$ cat config.mk
export PLATFORM = sky130hd
export DESIGN_NAME = bbcl_ctrl
export DESIGN_NICKNAME = d
export VERILOG_FILES = /design/src/rtl/bbcl_pkg.sv /design/src/rtl/bbcl_decode.sv /design/src/rtl/bbcl_vote_filter.sv /design/src/rtl/bbcl_integ_sd.sv /design/src/rtl/bbcl_cal.sv /design/src/rtl/bbcl_ctrl.sv
export SDC_FILE = /design/constraint.sdc
export NUM_CORES = 1
export LEC_CHECK = 0
export ABC_AREA = 0
export BUFFER_PORTS_ARGS = -buffer_cell sky130_fd_sc_hd__buf_2
export CAP_MARGIN = 40
export CELL_PAD_IN_SITES_DETAIL_PLACEMENT = 1
export CELL_PAD_IN_SITES_GLOBAL_PLACEMENT = 2
export CORE_ASPECT_RATIO = 1.5
export CORE_UTILIZATION = 36
export CTS_CLUSTER_SIZE = 12
export DETAILED_ROUTE_END_ITERATION = 6
export PLACE_DENSITY = 0.82
export SKIP_LAST_GASP = 1
export SYNTH_ARGS = -nofsm -noshare
export SYNTH_HDL_FRONTEND = slang
export SYNTH_SLANG_ARGS = --single-unit
export TNS_END_PERCENT = 50
$ cat constraint.sdc
create_clock -name clk -period 13.3 [get_ports clk]
set_input_delay 0.665 -clock clk [delete_from_list [all_inputs] [get_ports clk]]
set_output_delay 0.665 -clock clk [all_outputs]
set_load 0.1 [all_outputs]
$ cat src/rtl/bbcl_pkg.sv
package bbcl_pkg;

    localparam int P_N_EXTRA   = 4;
    localparam int P_W_BANG    = 8;
    localparam int P_W_INT     = 14;
    localparam int P_W_COARSE  = 6;
    localparam int P_DEPTH_MAX = 8;
    localparam int P_CAL_WAIT  = 16;

    typedef enum logic [2:0] {
        PC_HOLD = 3'd0,
        PC_UP1  = 3'd1,
        PC_UP2  = 3'd2,
        PC_DN1  = 3'd3,
        PC_DN2  = 3'd4
    } pcode_e;

    typedef struct packed {
        logic up;
        logic dn;
        logic big;
    } decision_t;

    typedef enum logic [1:0] {
        CAL_IDLE = 2'd0,
        CAL_RUN  = 2'd1,
        CAL_DONE = 2'd2
    } cal_state_e;

    function automatic pcode_e make_code(input logic up, input logic dn, input logic big);
        if (up)      return big ? PC_UP2 : PC_UP1;
        else if (dn) return big ? PC_DN2 : PC_DN1;
        else         return PC_HOLD;
    endfunction

endpackage

$ cat src/rtl/bbcl_decode.sv
module bbcl_decode
    import bbcl_pkg::*;
#(
    parameter int N_EXTRA = P_N_EXTRA
) (
    input  logic               clk,
    input  logic               rst,
    input  logic               early,
    input  logic               late,
    input  logic [N_EXTRA-1:0] x_early,
    input  logic [N_EXTRA-1:0] x_late,
    output decision_t          dec_q
);

    decision_t dec_d;

    always_comb begin
        dec_d.up  = late & ~early;
        dec_d.dn  = early & ~late;
        dec_d.big = (dec_d.up && ($countones(x_late) >= 2)) ||
                    (dec_d.dn && ($countones(x_early) >= 2));
    end

    always_ff @(posedge clk) begin
        if (rst) dec_q <= '0;
        else     dec_q <= dec_d;
    end

    // equal primary bits never produce a direction
    p_equal_hold_r1: assert property (@(posedge clk) disable iff (rst)
        (early == late) |=> (!dec_q.up && !dec_q.dn));

endmodule

$ cat src/rtl/bbcl_vote_filter.sv
module bbcl_vote_filter
    import bbcl_pkg::*;
#(
    parameter int W_BANG    = P_W_BANG,
    parameter int DEPTH_MAX = P_DEPTH_MAX
) (
    input  logic                     clk,
    input  logic                     rst,
    input  decision_t                dec,
    input  logic [1:0]               depth_sel,
    input  logic [W_BANG-1:0]        bang_a,
    input  logic [W_BANG-1:0]        bang_b,
    output pcode_e                   pcode,
    output logic signed [W_BANG+1:0] freq_step
);

    localparam int W_SUM  = $clog2(DEPTH_MAX) + 2;
    localparam int W_STEP = W_BANG + 2;

    decision_t hist_q [DEPTH_MAX-1];
    decision_t win    [DEPTH_MAX];

    assign win[0] = dec;
    for (genvar g = 1; g < DEPTH_MAX; g++) begin : g_win
        assign win[g] = hist_q[g-1];
    end

    always_ff @(posedge clk) begin
        if (rst) begin
            for (int i = 0; i < DEPTH_MAX - 1; i++) hist_q[i] <= '0;
        end else begin
            hist_q[0] <= dec;
            for (int i = 1; i < DEPTH_MAX - 1; i++) hist_q[i] <= hist_q[i-1];
        end
    end

    logic signed [W_SUM-1:0] sum;
    logic                    v_up, v_dn, v_big;
    logic [W_STEP-1:0]       mag, step_d;

    always_comb begin
        sum = '0;
        for (int i = 0; i < DEPTH_MAX; i++) begin
            if (i < (1 << depth_sel)) begin
                if (win[i].up)      sum = sum + W_SUM'(1);
                else if (win[i].dn) sum = sum - W_SUM'(1);
            end
        end
        v_up  = sum > 0;
        v_dn  = sum < 0;
        v_big = dec.big && ((v_up && dec.up) || (v_dn && dec.dn));
        mag   = v_big ? ({2'b00, bang_a} + {2'b00, bang_b}) : {2'b00, bang_a};
        if (v_up)      step_d = mag;
        else if (v_dn) step_d = -mag;
        else           step_d = '0;
    end

    always_ff @(posedge clk) begin
        if (rst) begin
            pcode     <= PC_HOLD;
            freq_step <= '0;
        end else begin
            pcode     <= make_code(v_up, v_dn, v_big);
            freq_step <= $signed(step_d);
        end
    end

    // in bypass an up decision becomes an up code on the next edge
    p_bypass_up_r2: assert property (@(posedge clk) disable iff (rst)
        (depth_sel == 2'd0 && dec.up) |=> (pcode == PC_UP1 || pcode == PC_UP2));

    // large up step equals the sum of both magnitudes
    p_big_step_r3: assert property (@(posedge clk) disable iff (rst)
        (pcode == PC_UP2) |-> ($unsigned(freq_step) ==
            ({2'b00, $past(bang_a)} + {2'b00, $past(bang_b)})));

    // hold code carries no step
    p_hold_zero_r3: assert property (@(posedge clk) disable iff (rst)
        (pcode == PC_HOLD) |-> (freq_step == '0));

endmodule

$ cat src/rtl/bbcl_integ_sd.sv
module bbcl_integ_sd
    import bbcl_pkg::*;
#(
    parameter int W_INT = P_W_INT
) (
    input  logic             clk,
    input  logic             rst,
    input  logic             step_up,
    input  logic             step_dn,
    output logic [W_INT-1:0] integ_q,
    output logic             sd_bit
);

    localparam logic [W_INT-1:0] INT_MID = 1 << (W_INT - 1);
    localparam logic [W_INT-1:0] INT_MAX = '1;

    logic [W_INT-1:0] sd_acc;

    always_ff @(posedge clk) begin
        if (rst) begin
            integ_q <= INT_MID;
        end else if (step_up && integ_q != INT_MAX) begin
            integ_q <= integ_q + 1'b1;
        end else if (step_dn && integ_q != '0) begin
            integ_q <= integ_q - 1'b1;
        end
    end

    always_ff @(posedge clk) begin
        if (rst) {sd_bit, sd_acc} <= '0;
        else     {sd_bit, sd_acc} <= {1'b0, sd_acc} + {1'b0, integ_q};
    end

    // the word moves by at most one per cycle, so it cannot wrap
    p_int_step_r6: assert property (@(posedge clk) disable iff (rst)
        ((int'(integ_q) - int'($past(integ_q))) <= 1) &&
        ((int'(integ_q) - int'($past(integ_q))) >= -1));

    // a zero word yields no modulator output
    p_sd_zero_r7: assert property (@(posedge clk) disable iff (rst)
        (integ_q == '0) |=> !sd_bit);

endmodule

$ cat src/rtl/bbcl_cal.sv
module bbcl_cal
    import bbcl_pkg::*;
#(
    parameter int W_COARSE = P_W_COARSE,
    parameter int CAL_WAIT = P_CAL_WAIT
) (
    input  logic                clk,
    input  logic                rst,
    input  logic                cal_en,
    input  logic                integ_msb,
    output logic [W_COARSE-1:0] coarse_q,
    output logic                done
);

    localparam int                  W_CNT     = $clog2(CAL_WAIT);
    localparam logic [W_COARSE-1:0] COARSE_MID = 1 << (W_COARSE - 1);
    localparam logic [W_COARSE-1:0] COARSE_MAX = '1;

    cal_state_e       state;
    logic             ref_msb;
    logic [W_CNT-1:0] cnt;

    always_ff @(posedge clk) begin
        if (rst) begin
            state    <= CAL_IDLE;
            ref_msb  <= 1'b0;
            cnt      <= '0;
            coarse_q <= COARSE_MID;
        end else begin
            case (state)
                CAL_IDLE: if (cal_en) begin
                    state   <= CAL_RUN;
                    ref_msb <= integ_msb;
                    cnt     <= '0;
                end
                CAL_RUN: begin
                    cnt <= cnt + 1'b1;
                    if (cnt == W_CNT'(CAL_WAIT - 1)) begin
                        if (integ_msb != ref_msb)                 state <= CAL_DONE;
                        else if (ref_msb && coarse_q == COARSE_MAX) state <= CAL_DONE;
                        else if (!ref_msb && coarse_q == '0)       state <= CAL_DONE;
                        else if (ref_msb) coarse_q <= coarse_q + 1'b1;
                        else              coarse_q <= coarse_q - 1'b1;
                    end
                end
                default: state <= CAL_DONE;
            endcase
        end
    end

    assign done = (state == CAL_DONE);

    // once finished, the coarse code is frozen
    p_cal_frozen_r8: assert property (@(posedge clk) disable iff (rst)
        done |=> ($stable(coarse_q) && done));

    // the coarse code moves by at most one step per cycle
    p_coarse_step_r8: assert property (@(posedge clk) disable iff (rst)
        ((int'(coarse_q) - int'($past(coarse_q))) <= 1) &&
        ((int'(coarse_q) - int'($past(coarse_q))) >= -1));

endmodule

$ cat src/rtl/bbcl_ctrl.sv
module bbcl_ctrl
    import bbcl_pkg::*;
#(
    parameter int N_EXTRA   = P_N_EXTRA,
    parameter int W_BANG    = P_W_BANG,
    parameter int W_INT     = P_W_INT,
    parameter int W_COARSE  = P_W_COARSE,
    parameter int DEPTH_MAX = P_DEPTH_MAX,
    parameter int CAL_WAIT  = P_CAL_WAIT
) (
    input  logic                     clk,
    input  logic                     rst,
    input  logic                     pd_early,
    input  logic                     pd_late,
    input  logic [N_EXTRA-1:0]       pd_xearly,
    input  logic [N_EXTRA-1:0]       pd_xlate,
    input  logic [1:0]               avg_sel,
    input  logic [W_BANG-1:0]        bang_a,
    input  logic [W_BANG-1:0]        bang_b,
    input  logic                     cal_en,
    output logic [2:0]               prop_code,
    output logic signed [W_BANG+1:0] freq_step,
    output logic [W_INT-1:0]         integ_word,
    output logic                     sd_bit,
    output logic [W_COARSE-1:0]      coarse_code,
    output logic                     cal_done
);

    decision_t dec;
    pcode_e    pcode;

    bbcl_decode #(.N_EXTRA(N_EXTRA)) u_decode (
        .clk(clk), .rst(rst), .early(pd_early), .late(pd_late),
        .x_early(pd_xearly), .x_late(pd_xlate), .dec_q(dec)
    );

    bbcl_vote_filter #(.W_BANG(W_BANG), .DEPTH_MAX(DEPTH_MAX)) u_filter (
        .clk(clk), .rst(rst), .dec(dec), .depth_sel(avg_sel),
        .bang_a(bang_a), .bang_b(bang_b), .pcode(pcode), .freq_step(freq_step)
    );

    bbcl_integ_sd #(.W_INT(W_INT)) u_integ (
        .clk(clk), .rst(rst), .step_up(dec.up), .step_dn(dec.dn),
        .integ_q(integ_word), .sd_bit(sd_bit)
    );

    bbcl_cal #(.W_COARSE(W_COARSE), .CAL_WAIT(CAL_WAIT)) u_cal (
        .clk(clk), .rst(rst), .cal_en(cal_en), .integ_msb(integ_word[W_INT-1]),
        .coarse_q(coarse_code), .done(cal_done)
    );

    assign prop_code = pcode;

endmodule

==> metrics.md <==
| Metric | Value |
|---|---|
| Status | complete, no violations |
| Yosys cell types | 80 |
| Syn Nets | around 830 |
| Initial antenna violation count | 0 |
| Final nets | a little under 900 |
| Startpoint class of the critical path | flip-flop |
| CP arrival | 10.88 ns |
| Die X | around 110 um |
| Largest stage delay, worst path | slightly above 0.5 ns |
| Final period utilization | between 70% and 80% |
| DRC | 0 |
| Power Internal | ~0.00050 W |
| CP endpoint kind | flip-flop |
| Clock Power Share | between 20% and 30% |
| Largest fanout on the critical path | 13 |
| Setup WS post-layout | about 2.7 ns |
| Worst-Skew Late Latency | approximately 0.34 ns |
| Number of detailed-route iterations in the first pass | 4 |
| Wirelength per Cell | approximately 17 um |
| Via count | between 5k and 6k |
| Post-synth EDFFs | 0 |
| Design area | between 0.006 and 0.007 mm^2 |
| Hpwl dp | between 10000 and 15000 um |
| Mux contribution to synthesized area | slightly below 7% |
| First-pass GRT wire length | roughly 28000 um |
| CTS max path bufs | 2 |
| Sequential share of power | between 30% and 40% |
| Peak Freq | 0.09440 GHz |
| FP Rows | 57 |
| Simple-gate share of the synthesized area | a little over a fifth |
| Clock transition at path regs | 0.06 ns |
| Die area | roughly 0.017 mm^2 |
| Hold-fix buffer count after cts | 0 |
| CTS tree | built |
| Synth Area in XOR/XNOR | under 10% |
| DRT iter0 DRCs | 150 |
| Core Area | about 0.016 mm^2 |
| TritonCTS buffer count | 9 |
| Setup Fix Bufs, Post-CTS | 0 |
| Residual overflow from global routing | 0 |
| Combinational family with the most area after synthesis | simple AND/OR/NAND/NOR gates |
| Post-synth top flop | dfxtp_1 |
| VDD IR max | approximately 0.00013 V |
| Power density cells | approximately 120 mW/mm^2 |
| Worst slew pin tran | 0.7911 ns |
| Combinational power share | about two fifths |
| Hold depth | 2 |
| Hold slack | a little over 0.5 ns |
| P_sw | about 0.00035 W |
| Placed instance count | slightly below 1k |
| Clock skew | slightly below 0.01 ns |
| Most common cell after layout, fill and taps aside | nor2_1 |
| Gr usage total | between 20 and 25% |
| R2R depth | 47 |
| Crit path kind | flip-flop to flip-flop |
| Setup tns final | 0 ns |
| DP Worst Slack | ~2.7 ns |
| Synthesized cell area | slightly above 0.006 mm^2 |
| # clock sinks | 72 |
| Ports | 66 |
| Vias per inst | around 5.5 |
| Final Max Slew Viols | 0 |
| Fin cells | approximately 1k |
| Yosys synthesis warning count | 0 |
| Adder-cell share of the synthesized area | between 10 and 15% |
| Max-cap viol count | 0 |
| N_diodes | 0 |
| Register bit total from synthesis | 72 |
| Number of buffers added on ports | 65 |
| Placer Congestion | approximately 0.8 |
| Commonest cells after routing, fill and taps aside | nor2_1, dfxtp_1, buf_2 |
| Slowest stage cell, crit path | or3b_1 |
| Fin crit period | roughly 11 ns |
| Final hold vios | 0 |
| Setup Viol. Count Final | 0 |
| Total wire length | 16660 um |
| CTS root buf | clkbuf_16 |
| H-tree depth | 3 |
| Fraction of layout cells with a size suffix above 1 | around 15% |
| Max-slew headroom | 47.26% |
| Leak pwr | just under 3 nW |
| Synthesized instance count | between 700 and 800 |
| # resized after CTS | 0 |
| Mapped Avg Cell Area | just over 8 um^2 |
| Initial Utilization | a little under two fifths |
| Hold Path Class | input port to flip-flop |
| Area after DPL | about 0.0066 mm^2 |
| Compound-Gate Fraction of Synth Area | around a fifth |
| Required @ worst endpoint | ~14 ns |
| Largest net degree at the start of global routing | 70 |
| Vias in the first global route | around 6k |
| ANT nets after route | 0 |
| Area grow syn2layout | 13.33% |
| Seq/Total Area, Yosys | between 20% and 30% |
| Most used cell, CP | ha_1 |
| Post-synthesis async set-or-reset flop share | 0% |
| Vert. Die Dim | 161.1 um |
| RSZ-0062 raised after global routing | no |
| Sw Ratio | 40.88% |
-- layout make-up --
type | instances | area [um^2]
Clock buffer | 9 | 225.2
Clock inverter | 7 | 80.08
Fill cell | 1995 | 9449
Inverter | 55 | 209.0
Multi-Input combinational cell | 586 | 4324
Sequential cell | 72 | 1441
Tap cell | 206 | 257.7
Timing Repair Buffer | 68 | 345.3
-- metal layers --
layer | share of wire (%) | track usage (%) | wire [um] | vias up
met5 | 0 | 0 | 0 | -
met4 | 2.0 | 8.219 | 337 | 0
met3 | 1.3 | 2.341 | 221 | 20
met2 | 59 | 40.62 | 9754 | 49
met1 | 38 | 20.72 | 6344 | 2713
li1 | - | - | - | 2707
-- registers in the layout (all words and copies together) (netlist names) --
name,flops
u_decode.dec_q,3
u_filter.hist_q,14
u_cal.coarse_q,6
u_filter.pcode,3
u_filter.freq_step,10
u_integ.integ_q,14
u_cal.cnt,4
u_cal.state,2
u_cal.ref_msb,1
u_integ.sd_acc,14
u_integ.sd_bit,1
-- final timing paths --
path	start	to	slack, ns
max	u_decode.dec_q[2]	u_filter.freq_step[6]	2.71
min	pd_early	u_decode.dec_q[2]	0.51
max reg2reg	u_decode.dec_q[2]	u_filter.freq_step[6]	2.71
min reg2reg	u_filter.hist_q[2][1]	u_filter.hist_q[2][4]	0.51
-- cell families (layout without fill, tap and decap cells) --
family / Yosys count / after routing
adder cells (fa/ha/maj): 66 / 66
multiplexers: 39 / 39
buffers and inverters: 79 / 139
XOR/XNOR: 54 / 54
flip-flops: 72 / 72
AND/OR/NAND/NOR: 257 / 257
AO/OA/AOI/OAI: 170 / 170
-- Yosys cell counts, types with 5 or more instances --
library cell	count	area [um^2]
nand2b_1	11	68.82
ha_1	60	750.7
a21o_1	12	90.09
nand3_1	14	70.07
o21ai_0	17	85.08
and2_1	6	37.54
dfxtp_1	72	1441
nand2_1	52	195.2
nor2b_1	20	125.1
xnor2_1	39	341.6
mux2i_1	29	290.3
nand4_1	11	68.82
nor2_1	82	307.8
nand3b_1	5	37.54
and3_1	7	43.79
mux2_2	6	67.56
clkbuf_1	16	60.06
nor3_1	17	85.08
a31oi_1	6	37.54
or3_1	5	31.28
fa_1	6	120.1
nor3b_1	7	52.55
o21bai_1	23	172.7
a211o_1	5	43.79
nor4_1	6	37.54
inv_1	50	187.7
o22ai_1	5	31.28
a21oi_1	51	255.2
xor2_1	10	87.58
-- critical path, delay by kind of cell, from the launching register on --
family | cells | cell delay, ns
AO/OA/AOI/OAI | 18 | 3.48
buffers and inverters | 2 | 0.17
AND/OR/NAND/NOR | 16 | 3.13
multiplexers | 3 | 0.75
adder cells (fa/ha/maj) | 8 | 2.49
flip-flops | 1 | 0.49
-- metrics by stage --
stage | total power, W | utilization [%]
after global placement | 0.0005873 | 40.24
after CTS | 0.0008562 | 42.14
after global routing | 0.0008989 | 42.14
after floorplan | 0.0005324 | -
after detailed placement | 0.0006030 | 40.27
final | 0.0008453 | 42.14
-- power groups by stage --
stage          Combinational (W)  Sequential (W)  Clock [W]
4_1_cts                 0.000338        0.000263   0.000255
3_3_place_gp            0.000321        0.000266          0
3_5_place_dp            0.000336        0.000267          0
6_report                0.000334        0.000262   0.000249
2_1_floorplan           0.000197        0.000335          0
5_1_grt                 0.000370        0.000265   0.000264
(Power assumes the default switching activity.)
